--- src/rtl/uart_regs_pkg.sv ---
package uart_regs_pkg;

    localparam int ADDR_W   = 3;
    localparam int DATA_W   = 8;
    localparam int DIV_W    = 2 * DATA_W;

    localparam logic [ADDR_W-1:0] OFS_LOW  = 3'h0;
    localparam logic [ADDR_W-1:0] OFS_HIGH = 3'h4;

    localparam logic [DATA_W-1:0] RST_DIV_LO = 8'h01;
    localparam logic [DATA_W-1:0] RST_DIV_HI = 8'h00;

    typedef logic [DIV_W-1:0] divisor_t;

    // Decoded intent of one bus access
    typedef struct packed {
        logic data_wr;
        logic data_rd;
        logic lo_wr;
        logic hi_wr;
        logic lo_rd;
        logic hi_rd;
    } bank_hit_t;

    // Zero is not a legal division ratio; it acts as one
    function automatic divisor_t effective_div(input divisor_t raw);
        return (raw == '0) ? divisor_t'(1) : raw;
    endfunction

endpackage

--- src/rtl/uart_reg_decode.sv ---
module uart_reg_decode
    import uart_regs_pkg::*;
(
    input  logic              bank_sel,
    input  logic [ADDR_W-1:0] addr,
    input  logic              wr,
    input  logic              rd,
    output bank_hit_t         hit
);
    logic at_low;
    logic at_high;

    always_comb begin
        at_low       = (addr == OFS_LOW);
        at_high      = (addr == OFS_HIGH);
        hit.data_wr  = wr && !bank_sel && at_low;
        hit.data_rd  = rd && !bank_sel && at_low;
        hit.lo_wr    = wr &&  bank_sel && at_low;
        hit.hi_wr    = wr &&  bank_sel && at_high;
        hit.lo_rd    = rd &&  bank_sel && at_low;
        hit.hi_rd    = rd &&  bank_sel && at_high;
    end
endmodule

--- src/rtl/uart_div_regs.sv ---
module uart_div_regs
    import uart_regs_pkg::*;
(
    input  logic              clk,
    input  logic              rst,
    input  bank_hit_t         hit,
    input  logic [DATA_W-1:0] wdata,
    output logic [DATA_W-1:0] div_lo,
    output logic [DATA_W-1:0] div_hi
);
    always_ff @(posedge clk) begin
        if (rst) begin
            div_lo <= RST_DIV_LO;
            div_hi <= RST_DIV_HI;
        end else begin
            if (hit.lo_wr) div_lo <= wdata;
            if (hit.hi_wr) div_hi <= wdata;
        end
    end
endmodule

--- src/rtl/uart_tick_gen.sv ---
module uart_tick_gen
    import uart_regs_pkg::*;
(
    input  logic     clk,
    input  logic     rst,
    input  divisor_t divisor,
    output logic     tick
);
    divisor_t remain;

    // Count down to one, then reload from the divisor as it stands now
    always_ff @(posedge clk) begin
        if (rst) begin
            remain <= divisor_t'(1);
            tick   <= 1'b0;
        end else if (remain == divisor_t'(1)) begin
            remain <= effective_div(divisor);
            tick   <= 1'b1;
        end else begin
            remain <= remain - divisor_t'(1);
            tick   <= 1'b0;
        end
    end
endmodule

--- src/rtl/uart_bank_regs.sv ---
module uart_bank_regs
    import uart_regs_pkg::*;
(
    input  logic              clk,
    input  logic              rst,
    input  logic              bank_sel,
    input  logic [ADDR_W-1:0] bus_addr,
    input  logic              bus_wr,
    input  logic              bus_rd,
    input  logic [DATA_W-1:0] bus_wdata,
    output logic [DATA_W-1:0] bus_rdata,
    output logic              tx_push,
    output logic [DATA_W-1:0] tx_data,
    input  logic              tx_full,
    output logic              rx_pop,
    input  logic [DATA_W-1:0] rx_data,
    input  logic              rx_empty,
    output logic              baud_tick
);
    bank_hit_t         hit;
    logic [DATA_W-1:0] div_lo;
    logic [DATA_W-1:0] div_hi;

    uart_reg_decode u_decode (
        .bank_sel (bank_sel),
        .addr     (bus_addr),
        .wr       (bus_wr),
        .rd       (bus_rd),
        .hit      (hit)
    );

    uart_div_regs u_div (
        .clk    (clk),
        .rst    (rst),
        .hit    (hit),
        .wdata  (bus_wdata),
        .div_lo (div_lo),
        .div_hi (div_hi)
    );

    uart_tick_gen u_tick (
        .clk     (clk),
        .rst     (rst),
        .divisor ({div_hi, div_lo}),
        .tick    (baud_tick)
    );

    assign tx_data = bus_wdata;
    assign tx_push = hit.data_wr && !tx_full;
    assign rx_pop  = hit.data_rd && !rx_empty;

    always_comb begin
        bus_rdata = '0;
        if (hit.lo_rd)                  bus_rdata = div_lo;
        else if (hit.hi_rd)             bus_rdata = div_hi;
        else if (hit.data_rd && !rx_empty) bus_rdata = rx_data;
    end
endmodule

--- config.mk ---
export PLATFORM = sky130hd
export DESIGN_NAME = uart_bank_regs
export DESIGN_NICKNAME = d
export VERILOG_FILES = /design/src/rtl/uart_regs_pkg.sv /design/src/rtl/uart_reg_decode.sv /design/src/rtl/uart_div_regs.sv /design/src/rtl/uart_tick_gen.sv /design/src/rtl/uart_bank_regs.sv
export SDC_FILE = /design/constraint.sdc
export NUM_CORES = 1
export LEC_CHECK = 0
export ABC_AREA = 1
export CORE_ASPECT_RATIO = 1.4
export CORE_MARGIN = 2
export CORE_UTILIZATION = 34
export DETAILED_ROUTE_END_ITERATION = 8
export DONT_BUFFER_PORTS = 1
export MAX_ROUTING_LAYER = met4
export PLACE_DENSITY_LB_ADDON = 0.08
export SLEW_MARGIN = 25
export SYNTH_ARGS = -nofsm -noshare
export SYNTH_HDL_FRONTEND = slang
export SYNTH_HIERARCHICAL = 1
export SYNTH_SLANG_ARGS = --single-unit
--- constraint.sdc ---
create_clock -name clk -period 1.7 [get_ports clk]
set_input_delay 0.085 -clock clk [delete_from_list [all_inputs] [get_ports clk]]
set_output_delay 0.085 -clock clk [all_outputs]
set_load 0.02 [all_outputs]
### After elaboration in Yosys (flattened, before gate mapping)

Cells that the tools add are included.

| storage, ports and cells | value |
|---|---|
| register bits | 33 |
| latch bits | 0 |
| RAM bits | 0 |
| bits in read-only memories | 0 |
| output and inout port bits | 19 |
| logic and storage cells | 30 |
| memories | 0 |

| cells by class | value |
|---|---|
| $add $sub $neg | 1 |
| multiply operators | 0 |
| divide/modulo/power cells | 0 |
| magnitude comparators | 0 |
| eq/ne operators | 2 |
| shifts and indexed selects | 0 |
| multiplexer cells | 6 |
| bitwise gates (word level) | 0 |
| reduce and logical (&&, ||, !) cells | 17 |

Operators by type and width:

| operator | number |
|---|---|
| $mux W16 | 2 |
| $mux W8 | 3 |
| $eq A16 B1 Y1 const B | 1 |
| $logic_not A16 Y1 | 1 |
| $sub A16 B1 Y16 const B | 1 |
| $logic_and A1 B1 Y1 | 12 |
| $eq A3 B3 Y1 const B | 1 |
| $logic_not A1 Y1 | 3 |
| $logic_not A3 Y1 | 1 |
| $mux W1 | 1 |

### Longest topological paths before layout

Gate-level depths: netlist of run 1.

| depth | value |
|---|---|
| word-level depth | 7 |
| mapped depth | 9 |
| depth with buffers taken out | 9 |

### By module

The synthesis of run 1 kept the hierarchy.

By module, submodules not included:

| module | instances | cells each | area an instance (sq um) | sequential area each (sq um) |
|---|---|---|---|---|
| uart_tick_gen | 1 | 175 | 1093.5 | 340.3 |
| uart_div_regs | 1 | 94 | 655.6 | 320.3 |
| uart_bank_regs | 1 | 64 | 340.3 | 0.0 |
| uart_reg_decode | 1 | 15 | 61.3 | 0.0 |

### Worst setup path after synthesis of run 1

Ideal clock, no wire load.

| timing | value |
|---|---|
| kind | reg-to-reg |
| start | register u_tick.remain[1] |
| end | register u_tick.remain[10] |
| library setup time | 0.110 ns |
| arrival time | 1.139 ns |
| data required time | 1.590 ns |
| path slack | 0.450 ns |
| stages on the path, launching flop included | 9 |
| path buffers | 0 |
| period minus slack after synthesis | 1.250 ns |
| cells stage by stage | dfxtp_1 inv_1 ha_1 nand2_1 nor2_1 nand3_2 or2_0 nand3_1 inv_1 |

| between the ends | value |
|---|---|
| cells in the longest elaborated chain, start to end | 2 |

RTL lines:

| element | line | RTL |
|---|---|---|
| start, declared | uart_tick_gen.sv:9 | `divisor_t remain;` |
| start signal, assigned | uart_tick_gen.sv:14 | `remain <= divisor_t'(1);` |
| start signal, assigned | uart_tick_gen.sv:17 | `remain <= effective_div(divisor);` |
| start signal, assigned | uart_tick_gen.sv:20 | `remain <= remain - divisor_t'(1);` |
| $sub A16 B1 Y16 or $eq A16 B1 Y1 (tied branches) | uart_tick_gen.sv:20, uart_tick_gen.sv:16 |  |
| $mux W16 * | uart_tick_gen.sv:16 | `end else if (remain == divisor_t'(1)) begin` |

Mark *: on every way between the ends. The rest lies on a longest branch, timed or not.
A chain may end at the register's enable or synchronous reset.

### Worst setup path after layout of run 1

| timing | value |
|---|---|
| start | register u_tick.remain[1] |
| end | register u_tick.remain[11] |

Same word-level chain as after synthesis.

==> reports/metrics.csv, run 1 <==
metric;value;unit
run status;finished clean;
core footprint;6170;um2
area leader, netlist;dfxtp_1;
Final Max Tran Viols;0;
post-cts resize count;0;
gpl congestion;0.845;
Cells after Synth;348;
most frequent cells after synthesis;nand2_1 (91), nor2_1 (80), inv_1 (38), dfxtp_1 (33), a21oi_1 (28);
setup TNS;0;ns
first-pass GRT wire length;9170;um
number of global-route vias before repair;1953;
Yosys top cell area share;0.307;
Setup Viol. Count Final;0;
switching part of the total;0.443;
worst vdd ir;0.607;mV
per-cell routed wire length;12.9;um
CP most frequent cell;nand2_1;
GRT overflow;0;
CP Class;flop to flop;
Vias;1978;
TritonCTS clock tree;yes;
internal cell power;2040;uW
Critical Path, Cell by Cell;inv_1, ha_1, nand2_1, nor2_1, nand2_1, inv_2, nand2_1, a21oi_1;
type of the most critical hold path;primary input to flop;
residual DRC count;0;
cts bufs inserted;5;
Post-Syn Nets;376;
Distinct cells, synth;24;
Mapped Avg Cell Area;6.18;um2
gr usage total;0.173;
Logic pwr share;0.490;
first-pass detailed-route iteration total;4;
min cycle time layout;1.44;ns
crit path capture type;flop;
Slew HR;0.611;
Initial Util;0.349;
Peak Freq;696;MHz
number of synthesized flops with an enable pin;0;
final WL;5470;um
sequential area share after synthesis;0.307;
count leader, synth;nand2_1;
Setup Skew;0.00867;ns
Cell Area, Synth;2150;um2
initial antenna violation count;0;
final worst path period share;0.845;
CP Launch Type;flop;
dpl hpwl;4370;um
I/O pin count;45;
H-tree depth;2;
Sink Count;33;
clk root buf;clkbuf_8;
die area;6990;um2
worst-case clock buffer depth;2;
largest net degree at the start of global routing;17;
share of layout cells above drive strength 1;0.136;
Placed Cells;414;
Iter 0 DRT Violations;121;
Finished Layout Cells;425;
net switching power;1630;uW
RSZ-0062 raised after global routing;false;
CP Max Fanout;12;
maxcap violations;0;
CP arrival;1.65;ns
die width;71.2;um
Seq pwr share;0.304;
Top FF cell, synth;dfxtp_1;
row count;34;
total power density per cell area;1580;nW/um2
NumNets Final;380;
antenna cells;0;
Routed Antenna Nets;0;
post-synthesis async set-or-reset flop share;0;
WP data required;1.91;ns
clock power share;0.206;
Worst-path clk slew;0.08;ns
CP max stage cell;dfxtp_1;
area grow syn2layout;8.03;%
Slowest Stage Delay on Critical Path;0.31;ns
Hold Vio Cnt, Final;0;
worst-margin pin slew;0.582;ns
synth warn;6;
Yosys reg bits;33;
Synth area leaders;dfxtp_1 (31%), nand2_1 (16%), nor2_1 (14%);
Leak;0.00112;uW
via count normalized by instance count;4.65;
Port Buffer Count;0;
die height;98.1;um
clock latency on the worst-skew pair;0.29;ns
-- per-stage QoR --
step                      instance area [um2]  total power (uW)  hold slack (ns)   util  setup slack, ns
after global routing                     2320              4040           0.0218  0.377           0.0928
final                                    2320              3670          0.00263  0.377            0.263
after CTS                                2320              3710          0.00166  0.377            0.246
after detailed placement                 2180              2930            0.159  0.353            0.278
after global placement                   2180              2950            0.157  0.353            0.292
after floorplan                          2150              2590            0.154      -            0.450
-- what timing repair did --
item	4_1_cts	5_1_grt
endpoints found under the hold margin	18	0
hold buffers	3	0
buffers inserted	0	0
-- sequential cells by signal, indices dropped and copies added (netlist names) --
signal / cells
u_div/div_lo: 8
u_div/div_hi: 8
u_tick/remain: 16
u_tick/tick: 1
-- logic make-up after synthesis --
kind of cell	count (synthesis)	synth area share
compound gates	35	0.0867
xor+xnor	7	0.0285
fa+ha+maj	2	0.0116
buf+inv	62	0.150
flops	33	0.307
simple gates	209	0.417
-- path summary, 6_finish.rpt --
path                                       start                 to  slack, ns  cells past startpoint
worst min register to register   u_div/div_hi[5]  u_tick/remain[13]       0.53                      2
worst max register to register  u_tick/remain[1]  u_tick/remain[11]       0.26                      8
worst min-delay path                bus_wdata[1]    u_div/div_hi[1]      0.003                      4
worst max-delay path            u_tick/remain[1]  u_tick/remain[11]       0.26                      8
-- worst max-delay path, delay by kind of cell, from the launching register on --
family / cells / cell delay (ns)
and+or+nand+nor: 4 / 0.44
adders and majority gates: 1 / 0.19
DFF: 1 / 0.31
AOI/OAI and AO/OA: 1 / 0.15
buffers and inverters: 2 / 0.28
-- metal layers --
layer  vias to the layer above  global-route usage  routed length, um
met2                        38               0.317               2980
met3                        10              0.0279                186
li1                       1063                   -                  -
met1                       867               0.181               2160
met5                         -                   -                  0
met4                         0              0.0639                140
-- placed cells by master (no fill, tap or decap), types with 2 or more instances in the layout --
| master | Yosys | final |
|---|---|---|
| nand2_1 | 91 | 91 |
| nor2_1 | 80 | 80 |
| inv_1 | 38 | 38 |
| dfxtp_1 | 33 | 33 |
| a21oi_1 | 28 | 28 |
| nand3_1 | 14 | 14 |
| buf_4 | 9 | 13 |
| nor2_2 | 7 | 7 |
| xor2_1 | 7 | 7 |
| nor2_4 | 6 | 6 |
| inv_2 | 5 | 5 |
| clkbuf_8 | 0 | 5 |
| nand2_2 | 5 | 5 |
| a21oi_2 | 3 | 3 |
| dlygate4sd3_1 | 0 | 3 |
| o21ai_0 | 3 | 3 |
| nand4_1 | 2 | 2 |
| ha_1 | 2 | 2 |
-- layout make-up --
type	count	area [um2]
clock buffer	5	68.8
clock inverter	3	46.3
timing repair buffer	16	128
tap	72	90.1
multi-input combinational	253	1170
sequential	33	661
inverter	43	161
fill	686	3840
-- power groups by stage --
stage | Sequential [uW] | Combinational, uW | Clock (uW)
floorplan | 1090 | 1500 | 0
global placement | 1140 | 1820 | 0
detailed placement | 1140 | 1800 | 0
CTS | 1120 | 1820 | 774
global route | 1140 | 2090 | 809
finish | 1120 | 1800 | 755
Power figures use the tool's default switching activity.
==> run 2, diff against run 1 <==
- clock period: 1.7 -> 1.5 ns (I/O delays scaled with it)
==> reports/metrics.csv, run 2 (synthesis gave the netlist of run 1 again) <==
metric;value;unit
most frequent cells in the layout;nand2_1 (90), nor2_1 (77), inv_1 (37);
Hold Vio Cnt, Final;0;
Slew HR;0.629;
initial antenna violation count;0;
WP data required;1.64;ns
share of the core filled with cells;0.387;
Post-DP Area;2210;um2
Critical Path, Cell by Cell;inv_1, ha_1, nand2_1, nor2_4, nand3_1, nand3_1, a21oi_1;
final WL;5790;um
worst flop-to-flop path startpoint;u_tick/remain[1];
Sink Count;33;
min cycle time layout;1.40;ns
Iter 0 DRT Violations;58;
Setup Skew;0.0108;ns
share of layout cells above drive strength 1;0.164;
die width;71.2;um
r2r setup slk;0.1;ns
Final Max Tran Viols;0;
crit path capture type;flop;
Worst Reg-to-Reg Cells;7;
grt met3 use;0.0186;
Worst-path clk slew;0.07;ns
GR Layer Usage met2;0.340;
worst-case clock buffer depth;2;
TritonCTS clock tree;yes;
worst-margin pin slew;0.554;ns
type of the most critical hold path;primary input to flop;
row count;34;
gr usage total;0.179;
largest net degree at the start of global routing;17;
Port Buffer Count;0;
CP Launch Type;flop;
Slowest Stage Delay on Critical Path;0.31;ns
design area;2380;um2
dpl hpwl;4480;um
Vias;1998;
setup TNS;0;ns
commonest non-fill, non-tap cell in the layout;nand2_1;
number of global-route vias before repair;1988;
beginning of the worst hold path;bus_wdata[7];
cts bufs inserted;5;
busiest layer in global routing;met2;
CP max stage cell;dfxtp_1;
NumNets Final;387;
clk root buf;clkbuf_8;
H-tree depth;2;
total power density per cell area;1860;nW/um2
clock latency on the worst-skew pair;0.28;ns
R2R Path End;u_tick/remain[11];
die area;6990;um2
Initial Util;0.349;
worst vdd ir;0.483;mV
hold path depth;4;
CP Max Fanout;4;
RSZ-0062 raised after global routing;false;
total power;4440;uW
maxcap violations;0;
gpl congestion;0.858;
area grow syn2layout;10.9;%
final worst path period share;0.934;
GR Util met1;0.188;
Finished Layout Cells;431;
first-pass detailed-route iteration total;4;
I/O pin count;45;
CP Class;flop to flop;
register bank with the most flops;u_tick/remain;
Placed Cells;418;
via count normalized by instance count;4.64;
max reg flops;16;
biggest regs;u_tick/remain (16), u_div/div_hi (8), u_div/div_lo (8);
GRT overflow;0;
Routed Antenna Nets;0;
CP arrival;1.54;ns
CP most frequent cell;nand3_1;
residual DRC count;0;
die height;98.1;um
antenna cells;0;
Hold Path End;u_div/div_lo[7];
core footprint;6170;um2
Leak;0.00114;uW
first-pass GRT wire length;9500;um
Setup Viol. Count Final;0;
run status;finished clean;
per-cell routed wire length;13.4;um
Peak Freq;714;MHz
run 2: what timing repair did:
item	CTS	global route
buffers inserted	0	2
setup endpoints to repair	0	9
endpoints found under the hold margin	20	0
hold buffers	3	0
gates resized for setup	0	9
run 2: cell type report:
| cell class | count | area, um2 |
|---|---|---|
| multi-input combinational | 254 | 1190 |
| timing repair buffer | 22 | 173 |
| inverter | 43 | 166 |
| sequential | 33 | 661 |
| clock inverter | 2 | 35.0 |
| tap | 72 | 90.1 |
| clock buffer | 5 | 68.8 |
| fill | 691 | 3780 |
run 2: routing by layer:
layer  vias to the layer above  share of wire
met3                         9          0.020
met2                        31           0.56
met5                         -              0
li1                       1074              -
met4                         0          0.018
met1                       884           0.40
run 2: worst max path at each step:
stage	start	endpoint	slack [ns]
finish	u_tick/remain[1]	u_tick/remain[11]	0.1
global route	u_tick/remain[1]	u_tick/remain[10]	0.0002
CTS	u_tick/remain[1]	u_tick/remain[10]	0.05
detailed placement	u_tick/remain[1]	u_tick/remain[10]	0.08
global placement	u_tick/remain[1]	u_tick/remain[10]	0.11
floorplan	u_tick/remain[1]	u_tick/remain[10]	0.25
run 2: worst max-delay path, delay by kind of cell, from the launching register on:
kind	cells	cell delay, ns
compound gates	1	0.07
fa+ha+maj	1	0.17
buf+inv	1	0.08
flops	1	0.31
simple gates	4	0.63
run 2: power by group:
part | internal (uW) | switching [uW]
clock network | 482 | 311
registers | 1070 | 180
logic | 907 | 1490
run 2: metrics by stage:
stage,hold WS [ns],worst slack (ns)
final,0.0109,0.0990
after global routing,0.0333,0.000233
after CTS,0.00602,0.0548
after detailed placement,0.148,0.0797
after global placement,0.146,0.113
after floorplan,0.144,0.250
==> run 3, diff against run 2 <==
- CORE_MARGIN: 2 -> unset
- RECOVER_POWER: unset -> 50
==> reports/metrics.csv, run 3 (synthesis gave the netlist of run 1 again) <==
metric;value;unit
r2r setup slk;0.13;ns
Iter 0 DRT Violations;45;
Critical Path, Cell by Cell;inv_1, ha_1, nand2_1, nor2_4, nand3_2, or2_0, nand3_1, inv_1;
CP Max Fanout;5;
TritonCTS clock tree;yes;
area grow syn2layout;10.9;%
Setup Skew;0.00879;ns
Vias;2025;
Slowest Stage Delay on Critical Path;0.31;ns
Sink Count;33;
core footprint;5990;um2
FF+latch area;661;um2
WP data required;1.68;ns
type of the most critical hold path;primary input to flop;
die area;6650;um2
register bank with the most flops;u_tick/remain;
die height;96.1;um
Worst Reg-to-Reg Cells;8;
CP Class;flop to flop;
GRT overflow;0;
row count;33;
Hold Vio Cnt, Final;0;
worst vdd ir;0.553;mV
biggest regs;u_tick/remain (16), u_div/div_hi (8), u_div/div_lo (8);
worst-margin pin slew;0.706;ns
CP max stage cell;dfxtp_1;
cts bufs inserted;5;
hold path depth;4;
number of global-route vias before repair;1969;
gpl congestion;0.805;
total power density per cell area;1860;nW/um2
worst-case clock buffer depth;2;
Hold Path End;u_div/div_hi[4];
final WL;5670;um
Post-DP Area;2210;um2
CP most frequent cell;inv_1;
H-tree depth;2;
commonest non-fill, non-tap cell in the layout;nand2_1;
Finished Layout Cells;430;
CP Launch Type;flop;
per-cell routed wire length;13.2;um
Final Max Tran Viols;0;
beginning of the worst hold path;bus_wdata[4];
first-pass detailed-route iteration total;4;
crit path capture type;flop;
most frequent cells in the layout;nand2_1 (92), nor2_1 (78), inv_1 (38);
antenna cells;0;
initial antenna violation count;0;
CP arrival;1.55;ns
share of layout cells above drive strength 1;0.147;
first-pass GRT wire length;9090;um
residual DRC count;0;
Port Buffer Count;0;
total power;4440;uW
RSZ-0062 raised after global routing;false;
clk root buf;clkbuf_8;
die width;69.2;um
Routed Antenna Nets;0;
design area;2390;um2
largest net degree at the start of global routing;17;
I/O pin count;45;
NumNets Final;387;
setup TNS;0;ns
run status;finished clean;
Multi-input gate area;1180;um2
Setup Viol. Count Final;0;
maxcap violations;0;
final worst path period share;0.916;
dpl hpwl;4380;um
R2R Path End;u_tick/remain[10];
Worst-path clk slew;0.08;ns
Placed Cells;416;
Leak;0.00115;uW
via count normalized by instance count;4.71;
min cycle time layout;1.37;ns
clock latency on the worst-skew pair;0.29;ns
share of the core filled with cells;0.399;
gr usage total;0.180;
Filler cells;675;
Initial Util;0.359;
max reg flops;16;
worst flop-to-flop path startpoint;u_tick/remain[1];
Slew HR;0.529;
Peak Freq;728;MHz
## run 3: cell types whose count changed in the layout (fill, tap and decap cells not counted), sizes merged
cell         delta
buf             -2
clkbuf          +2
clkinv          -1
clkinvlp        +1
dlygate4sd3     +1
## run 3: critical path: cells and delay by family, from the launching register on
kind / cells / cell delay [ns]
adder cells (fa/ha/maj): 1 / 0.16
flip-flops: 1 / 0.31
buffers and inverters: 2 / 0.11
AND/OR/NAND/NOR: 5 / 0.68
## run 3: repair_timing
action                                  CTS  global route
endpoints found under the hold margin    22             0
hold buffers                              4             0
resized for setup                         0             5
buffers inserted                          0             1
endpoints found under the setup margin    0             3
## run 3: report_power, final
group	leakage [uW]	internal, uW	switching [uW]
combinational	0.000821	861	1440
clock	0.0000574	540	343
sequential	0.000269	1070	185
total	0.00115	2470	1970
## run 3: metrics by stage
stage / hold WS [ns] / worst slack (ns)
finish: 0.000387 / 0.127
detailed placement: 0.148 / 0.0913
global route: 0.0229 / 0.00320
global placement: 0.146 / 0.125
CTS: 0.0000912 / 0.0711
floorplan: 0.144 / 0.250
## run 3: worst max-delay path by stage
stage                     slack [ns]                 to             start  cells after the start
after global placement          0.12  u_tick/remain[10]  u_tick/remain[1]                      8
after CTS                       0.07  u_tick/remain[10]  u_tick/remain[1]                      8
final                           0.13  u_tick/remain[10]  u_tick/remain[1]                      8
after floorplan                 0.25  u_tick/remain[10]  u_tick/remain[1]                      8
after global routing           0.003  u_tick/remain[10]  u_tick/remain[1]                      8
after detailed placement        0.09  u_tick/remain[10]  u_tick/remain[1]                      8
## run 3: cell type report
type                            instances  area share
Inverter                               43      0.0676
Timing Repair Buffer                   22      0.0718
Clock buffer                            6      0.0346
Clock inverter                          2      0.0157
Tap cell                               70      0.0367
Sequential cell                        33       0.277
Multi-Input combinational cell        254       0.497
## run 3: metal layers
layer / track usage / share of wire
met1: 0.177 / 0.41
met4: 0.0544 / 0.016
met3: 0.0251 / 0.019
met2: 0.362 / 0.56
met5: - / 0
